[src/rtl/io_page_pkg.sv]
package io_page_pkg;
  localparam int unsigned ADDR_W   = 16;
  localparam int unsigned DATA_W   = 8;
  localparam int unsigned PAGE_W   = ADDR_W - DATA_W;
  localparam int unsigned N_WO     = 4;
  localparam int unsigned N_RD     = 2;
  localparam int unsigned RD_W     = 4;
  localparam int unsigned N_FLAG   = 8;
  localparam int unsigned N_OH     = DATA_W;
  localparam logic [DATA_W-1:0] WO_BASE   = 8'h00;
  localparam logic [DATA_W-1:0] RD_BASE   = 8'h10;
  localparam logic [DATA_W-1:0] FLAG_BASE = 8'h20;

  typedef struct packed {
    logic [N_WO-1:0]   wo;
    logic [N_RD-1:0]   rd;
    logic [N_FLAG-1:0] flag;
    logic [N_OH-1:0]   oh;
  } wr_en_t;
endpackage

[src/rtl/io_page_detect.sv]
module io_page_detect
  import io_page_pkg::*;
(
  input  logic [PAGE_W-1:0] page_i,
  output logic              page_hit_o
);
  logic page_n;
  assign page_n     = ~&page_i;  // wide NAND, active-low page select
  assign page_hit_o = ~page_n;
endmodule

[src/rtl/io_addr_decode.sv]
module io_addr_decode
  import io_page_pkg::*;
(
  input  logic [DATA_W-1:0] low_i,
  input  logic              wr_go_i,
  input  logic              onehot_i,
  output wr_en_t            we_o,
  output logic [N_RD-1:0]   rd_hit_o
);
  logic norm_wr;
  logic oh_wr;
  assign norm_wr = wr_go_i & ~onehot_i;
  assign oh_wr   = wr_go_i & onehot_i;

  for (genvar k = 0; k < N_WO; k++) begin : g_wo
    assign we_o.wo[k] = norm_wr & (low_i == WO_BASE + DATA_W'(k));
  end
  for (genvar k = 0; k < N_RD; k++) begin : g_rd
    assign rd_hit_o[k] = ~onehot_i & (low_i == RD_BASE + DATA_W'(k));
    assign we_o.rd[k]  = norm_wr & (low_i == RD_BASE + DATA_W'(k));
  end
  for (genvar k = 0; k < N_FLAG; k++) begin : g_flag
    assign we_o.flag[k] = norm_wr & (low_i == FLAG_BASE + DATA_W'(k));
  end
  for (genvar k = 0; k < N_OH; k++) begin : g_oh
    assign we_o.oh[k] = oh_wr & low_i[k];
  end
endmodule

[src/rtl/io_reg_bank.sv]
module io_reg_bank
  import io_page_pkg::*;
(
  input  logic                   clk_i,
  input  logic                   rst_ni,
  input  wr_en_t                 we_i,
  input  logic [DATA_W-1:0]      wdata_i,
  output logic [N_WO*DATA_W-1:0] wo_o,
  output logic [N_RD*RD_W-1:0]   rd_o,
  output logic [N_FLAG-1:0]      flag_o,
  output logic [N_OH*DATA_W-1:0] oh_o
);
  for (genvar k = 0; k < N_WO; k++) begin : g_wo
    always_ff @(posedge clk_i or negedge rst_ni) begin
      if (!rst_ni)          wo_o[k*DATA_W +: DATA_W] <= '0;
      else if (we_i.wo[k])  wo_o[k*DATA_W +: DATA_W] <= wdata_i;
    end
  end
  for (genvar k = 0; k < N_RD; k++) begin : g_rd
    always_ff @(posedge clk_i or negedge rst_ni) begin
      if (!rst_ni)          rd_o[k*RD_W +: RD_W] <= '0;
      else if (we_i.rd[k])  rd_o[k*RD_W +: RD_W] <= wdata_i[RD_W-1:0];
    end
  end
  for (genvar k = 0; k < N_FLAG; k++) begin : g_flag
    always_ff @(posedge clk_i or negedge rst_ni) begin
      if (!rst_ni)            flag_o[k] <= 1'b0;
      else if (we_i.flag[k])  flag_o[k] <= wdata_i[0];
    end
  end
  for (genvar k = 0; k < N_OH; k++) begin : g_oh
    always_ff @(posedge clk_i or negedge rst_ni) begin
      if (!rst_ni)          oh_o[k*DATA_W +: DATA_W] <= '0;
      else if (we_i.oh[k])  oh_o[k*DATA_W +: DATA_W] <= wdata_i;
    end
  end
endmodule

[src/rtl/io_read_mux.sv]
module io_read_mux
  import io_page_pkg::*;
(
  input  logic                 rd_go_i,
  input  logic [N_RD-1:0]      rd_hit_i,
  input  logic [N_RD*RD_W-1:0] rd_regs_i,
  output logic [DATA_W-1:0]    rdata_o
);
  always_comb begin
    rdata_o = '0;
    if (rd_go_i) begin
      for (int k = 0; k < N_RD; k++) begin
        if (rd_hit_i[k]) rdata_o = DATA_W'(rd_regs_i[k*RD_W +: RD_W]);
      end
    end
  end
endmodule

[src/rtl/io_page_regs.sv]
module io_page_regs
  import io_page_pkg::*;
(
  input  logic                   clk_i,
  input  logic                   rst_ni,
  input  logic [ADDR_W-1:0]      addr_i,
  input  logic [DATA_W-1:0]      wdata_i,
  input  logic                   io_sel_i,
  input  logic                   mem_sel_i,
  input  logic                   io_rd_i,
  input  logic                   io_wr_i,
  input  logic                   onehot_mode_i,
  output logic [N_WO*DATA_W-1:0] wo_regs_o,
  output logic [N_RD*RD_W-1:0]   rd_regs_o,
  output logic [N_FLAG-1:0]      flags_o,
  output logic [N_OH*DATA_W-1:0] oh_regs_o,
  output logic [DATA_W-1:0]      rdata_o
);
  logic            page_hit;
  logic            io_acc;
  logic            wr_go;
  logic            rd_go;
  wr_en_t          we;
  logic [N_RD-1:0] rd_hit;

  io_page_detect u_page (
    .page_i     (addr_i[ADDR_W-1:DATA_W]),
    .page_hit_o (page_hit)
  );

  assign io_acc = io_sel_i & ~mem_sel_i & page_hit;
  assign wr_go  = io_acc & io_wr_i;
  assign rd_go  = io_acc & io_rd_i;

  io_addr_decode u_dec (
    .low_i    (addr_i[DATA_W-1:0]),
    .wr_go_i  (wr_go),
    .onehot_i (onehot_mode_i),
    .we_o     (we),
    .rd_hit_o (rd_hit)
  );

  io_reg_bank u_bank (
    .clk_i   (clk_i),
    .rst_ni  (rst_ni),
    .we_i    (we),
    .wdata_i (wdata_i),
    .wo_o    (wo_regs_o),
    .rd_o    (rd_regs_o),
    .flag_o  (flags_o),
    .oh_o    (oh_regs_o)
  );

  io_read_mux u_rmux (
    .rd_go_i   (rd_go),
    .rd_hit_i  (rd_hit),
    .rd_regs_i (rd_regs_o),
    .rdata_o   (rdata_o)
  );
endmodule

[config.mk]
export PLATFORM = sky130hd
export DESIGN_NAME = io_page_regs
export DESIGN_NICKNAME = d
export VERILOG_FILES = /design/src/rtl/io_page_pkg.sv /design/src/rtl/io_page_detect.sv /design/src/rtl/io_addr_decode.sv /design/src/rtl/io_reg_bank.sv /design/src/rtl/io_read_mux.sv /design/src/rtl/io_page_regs.sv
export SDC_FILE = /design/constraint.sdc
export NUM_CORES = 1
export LEC_CHECK = 0
export CAP_MARGIN = 40
export CORE_UTILIZATION = 47
export DETAILED_ROUTE_END_ITERATION = 16
export GPL_TIMING_DRIVEN = 0
export HOLD_SLACK_MARGIN = 0.1
export PLACE_DENSITY_LB_ADDON = 0.2
export RECOVER_POWER = 25
export SLEW_MARGIN = 20
export SYNTH_ARGS = -nofsm -noshare
export SYNTH_HDL_FRONTEND = slang
export SYNTH_HIERARCHICAL = 1
export SYNTH_SLANG_ARGS = --single-unit
[constraint.sdc]
create_clock -name clk_i -period 1.93 [get_ports clk_i]
set_clock_uncertainty 0.05 [all_clocks]
set_input_delay 0.193 -clock clk_i [delete_from_list [all_inputs] [get_ports clk_i]]
set_output_delay 0.193 -clock clk_i [all_outputs]
set_load 0.01 [all_outputs]
Word-level counts from Yosys, hierarchy flattened
Cells that the tools add are included.
{"block": "totals", "ff_bits": 112, "input_bits": 31}
{"block": "classes", "reduce_logical": 2, "muxes": 3, "bitwise_logic": 32, "eq_ne": 13}
{"cell": "equality test 8 x 6 -> 1 bit, second input constant", "count": 8}
{"cell": "bitwise AND 1 bit", "count": 30}
{"cell": "equality test 8 x 2 -> 1 bit, second input constant", "count": 2}
{"cell": "equality test 8 x 5 -> 1 bit, second input constant", "count": 2}
{"cell": "equality test 8 x 1 -> 1 bit, second input constant", "count": 1}
{"cell": "logical NOT 8 bit", "count": 1}
{"cell": "2-to-1 mux 4 bit", "count": 2}
{"cell": "2-to-1 mux 8 bit", "count": 1}
{"cell": "AND reduction 8 bit", "count": 1}
{"cell": "inverter 1 bit", "count": 2}

Longest topological paths before layout
{"block": "depth", "ltp_word": 6, "ltp_mapped": 7, "depth_no_buf": 6}

By module
The synthesis kept the hierarchy.
{"module": "io_reg_bank", "cells_per_inst": 245, "instances": 1, "area_each_um2": 4635.7}
{"module": "io_addr_decode", "cells_per_inst": 39, "instances": 1, "area_each_um2": 290.3}
{"module": "io_read_mux", "cells_per_inst": 18, "instances": 1, "area_each_um2": 108.9}
{"module": "io_page_regs", "cells_per_inst": 2, "instances": 1, "area_each_um2": 20.0}
{"module": "io_page_detect", "cells_per_inst": 3, "instances": 1, "area_each_um2": 16.3}

Worst setup path before layout
Ideal clock, no wire load.
{"block": "synth_timing", "path_kind": "input-to-reg", "start": "input port addr_i[10]", "end": "register u_bank.wo_o[0]", "required_time_ns": 1.755, "arrival_ns": 1.762, "stages": 7, "setup_ns": 0.125, "n_path_buf": 1, "slack_ns": -0.007, "path_cell_list": "nand4_1 > nor2_1 > and4b_1 > or4b_4 > nor3_1 > buf_6 > mux2_4"}
{"element": "start: declaration", "line_no": "io_page_regs.sv:6", "source": "input logic [ADDR_W-1:0] addr_i,"}
{"element": "end signal: indexed assignment", "line_no": "io_reg_bank.sv:16", "source": "else if (we_i.wo[k]) wo_o[k*DATA_W +: DATA_W] <= wdata_i;"}
{"element": "end: declaration", "line_no": "io_reg_bank.sv:8", "source": "output logic [N_WO*DATA_W-1:0] wo_o,"}

Final worst setup path
{"block": "layout_timing", "start": "input port addr_i[0]", "end": "output port rdata_o[1]"}
{"block": "layout_via", "elab_chain_cells": 5}
{"element": "equality test 8 x 5 -> 1 bit", "line_no": "io_addr_decode.sv:19", "source": "assign rd_hit_o[k] = ~onehot_i & (low_i == RD_BASE + DATA_W'(k));"}
{"element": "bitwise AND 1 bit", "line_no": "io_addr_decode.sv:19"}
{"element": "via rd_hit[0]", "line_no": "io_page_regs.sv:24", "source": "logic [N_RD-1:0] rd_hit;"}
{"element": "2-to-1 mux 4 bit (2 in a row)", "line_no": "io_read_mux.sv:13", "source": "if (rd_hit_i[k]) rdata_o = DATA_W'(rd_regs_i[k*RD_W +: RD_W]);"}
{"element": "2-to-1 mux 8 bit", "line_no": "io_read_mux.sv:11", "source": "if (rd_go_i) begin"}
{"element": "end: declaration", "line_no": "io_page_regs.sv:17", "source": "output logic [DATA_W-1:0] rdata_o"}
The timed path passes the listed nets, and every way through them passes these cells.

==> out/qor.txt <==
synth warn - 6
leakage - 3.321 nW
DR vias/cell - 5.126
Num CTS Buffers - 9
clock buffer depth - 2
fin nets - 510
Peak supply drop - 323.4 uV
Critical Path Sink Type - primary output
critical path peak fanout - 9
Placed Cells - 593
clock-pin slew on the worst setup and hold paths - 0.10 ns
Crit path required time - 1.69 ns
gr ovfl total - 0
H-tree depth - 3
Max-slew headroom - 21.26%
Mapped Area - 0.005071 mm^2
routed len/inst - 18.78 um
fin crit share - 97.63%
synthesis-to-finish area growth - 38.22%
crit path DAT - 1.64 ns
DR iter-0 viols - 75
WL met3 - 634 um
pwr/cell area - 555.8 mW/mm^2
number of global-route vias before repair - 3440
die width - 105.9 um
total of max-cap violations - 0
antenna fix cells - 0
Starting Density - 48.90%
outcome - complete, no violations
met1 WL - 5150 um
clock root buffer - clkbuf_8
Mapped Avg Cell Area - 16.52 um^2
Die ar. - 0.01121 mm^2
share of cells above drive strength 1 - 42.15%
critical path class - in2out
WL final - 11640 um
port bufs - 146
Final Cell Area - 0.007009 mm^2
DRC - 0
first drt pass iteration count - 4
Hold Fails Final Rpt - 0
Worst-Skew Late Latency - 0.36 ns
Setup violations, final - 0
FF+latch count, synth - 112
post-route ant nets - 0
largest net degree at the start of global routing - 69
CP startpoint kind - input port
Post-DP Area - 0.006743 mm^2
Max Clk Rate - 530.7 MHz
metal2 WL - 5775 um
measured slew at the worst slew-check pin - 1.181 ns
Hold Crit Class - in2reg
Core ar. - 0.01037 mm^2
Die Span Y - 105.9 um
initial antenna violation count - 0
RSZ-0062 raised after global routing - true
fin cells - 620
sequential area share after synthesis - 55.27%
CTS sink cnt - 112
Synth Instances - 307
hpwl dp - 8233 um
Global Route Usage Sum - 22.02%
IO Pins - 151
final RePlAce weighted congestion - 0.7462
DR top layer - met4
Vias - 3178
Slew Viols, Final - 0
Netlist cell types - 25
row count - 37
CTS tree - done
Tmin final - 1.884 ns
first-pass GRT wire length - 18800 um
## through the flow
step	setup slack, ns	setup TNS, ns	util (%)	hold slack [ns]	total power, mW
after global placement	-3.531	-443.59	64.74	0.4443	2.630
after detailed placement	-1.075	-53.76	65.02	0.1042	2.642
after CTS	0.002118	0	67.93	0.2690	3.948
final	0.04573	0	67.59	0.2666	3.896
after global routing	-0.006234	-0.006234	67.59	0.2554	4.067
after floorplan	-0.006828	-0.2185	-	-0.1526	2.473
## state kept, by name, summed over array words and instances (netlist names)
register and flops:
u_bank/flag_o 8, u_bank/oh_o 64, u_bank/rd_o 8, u_bank/wo_o 32
## synth_stat cells, drive strengths merged
| library cell | number | area [um^2] |
|---|---|---|
| buf | 27 | 257.7 |
| dfrtp | 112 | 2803 |
| nand4bb | 2 | 22.52 |
| or4 | 1 | 7.510 |
| nand3 | 4 | 20.02 |
| conb | 1 | 3.750 |
| nor3 | 11 | 55.05 |
| nor2 | 1 | 3.750 |
| nor4b | 3 | 38.79 |
| or4b | 5 | 57.56 |
| clkbuf | 3 | 11.26 |
| nand4 | 2 | 12.51 |
| nand2 | 5 | 18.77 |
| and4b | 2 | 20.02 |
| nand4b | 4 | 35.03 |
| inv | 1 | 3.750 |
| or2 | 1 | 6.260 |
| nor4 | 2 | 12.51 |
| mux2 | 112 | 1622 |
| and3 | 8 | 60.06 |
## report_power, final
part	switching [mW]	internal (mW)	total [mW]	leakage, nW
Sequential	0.00371	2.35	2.35	1.56
Combinational	0.136	0.0994	0.235	1.67
Clock	0.788	0.518	1.31	0.0879
Total	0.927	2.97	3.90	3.32
## logic make-up (layout without fill, tap and decap cells)
kind of cell,after synthesis,after routing,synth area share (%)
flip-flops,112,112,55.27
multiplexers,112,112,31.98
AND/OR/NAND/NOR,51,51,7.303
other,1,4,0.07395
buffers and inverters,31,205,5.379
## worst paths after layout
kind                                        startpoint                            to  slack [ns]  depth (start not counted)
min                                          addr_i[1]  u_bank/flag_o[5]$_DFFE_PN0P_        0.27                          3
max in group asynchronous                       rst_ni   u_bank/wo_o[16]$_DFFE_PN0P_        0.39                          3
max                                          addr_i[0]                    rdata_o[1]        0.05                          8
min reg2reg                u_bank/wo_o[17]$_DFFE_PN0P_   u_bank/wo_o[17]$_DFFE_PN0P_        0.47                          1
max reg2reg                 u_bank/rd_o[4]$_DFFE_PN0P_    u_bank/rd_o[4]$_DFFE_PN0P_        1.08                          1
min in group asynchronous                       rst_ni   u_bank/oh_o[39]$_DFFE_PN0P_        0.54                          2
## final cells by class
class                           count  area, um^2
Buffer                             30       269.0
Clock buffer                       11       141.4
Clock inverter                      5       40.04
Fill cell                         767        3361
Inverter                            1       3.754
Multi-Input combinational cell    167        2076
Sequential cell                   112        2803
Tap cell                          136       170.2
Timing Repair Buffer              158        1506
## what timing repair did
| action | 4_1_cts | 5_1_grt |
|---|---|---|
| setup buffers | 10 | 0 |
| hold endpoints to repair | 44 | 0 |
| hold buffers | 1 | 0 |
| pin swaps | 15 | 10 |
| setup endpoints to repair | 45 | 37 |
| resized for setup | 64 | 27 |
## routing by layer
layer	vias to the layer above	track usage, %
met3	10	5.751
met1	1640	28.39
li1	1424	-
met4	0	4.861
met2	104	37.30
met5	-	0
## cells in the final DEF, fill, tap and decap left out, types with 2 or more instances in the layout
master / instances
clkdlybuf4s50_1: 121
dfrtp_1: 112
mux2_4: 96
buf_6: 20
mux2_2: 16
buf_2: 14
buf_4: 14
clkbuf_8: 10
and3_2: 8
clkbuf_2: 7
nor3_4: 5
nor3_1: 5
nand2_1: 5
clkbuf_1: 4
dlymetal6s2s_1: 4
nand3_1: 4
nand4b_1: 4
conb_1: 4
clkdlybuf4s15_1: 3
or4b_4: 3
and4b_1: 2
clkinvlp_4: 2
nand4bb_1: 2
nor4b_2: 2
or4b_1: 2
nor4_1: 2
nand4_1: 2
## critical path, stage by stage
cell and delay (ns):
buf_2 0.15, or4_4 0.53, nor3_4 0.23, buf_4 0.15, buf_4 0.10, nand4b_1 0.09, nand2_1 0.07, buf_2 0.12
No activity file was read; power rests on OpenSTA's default activity.
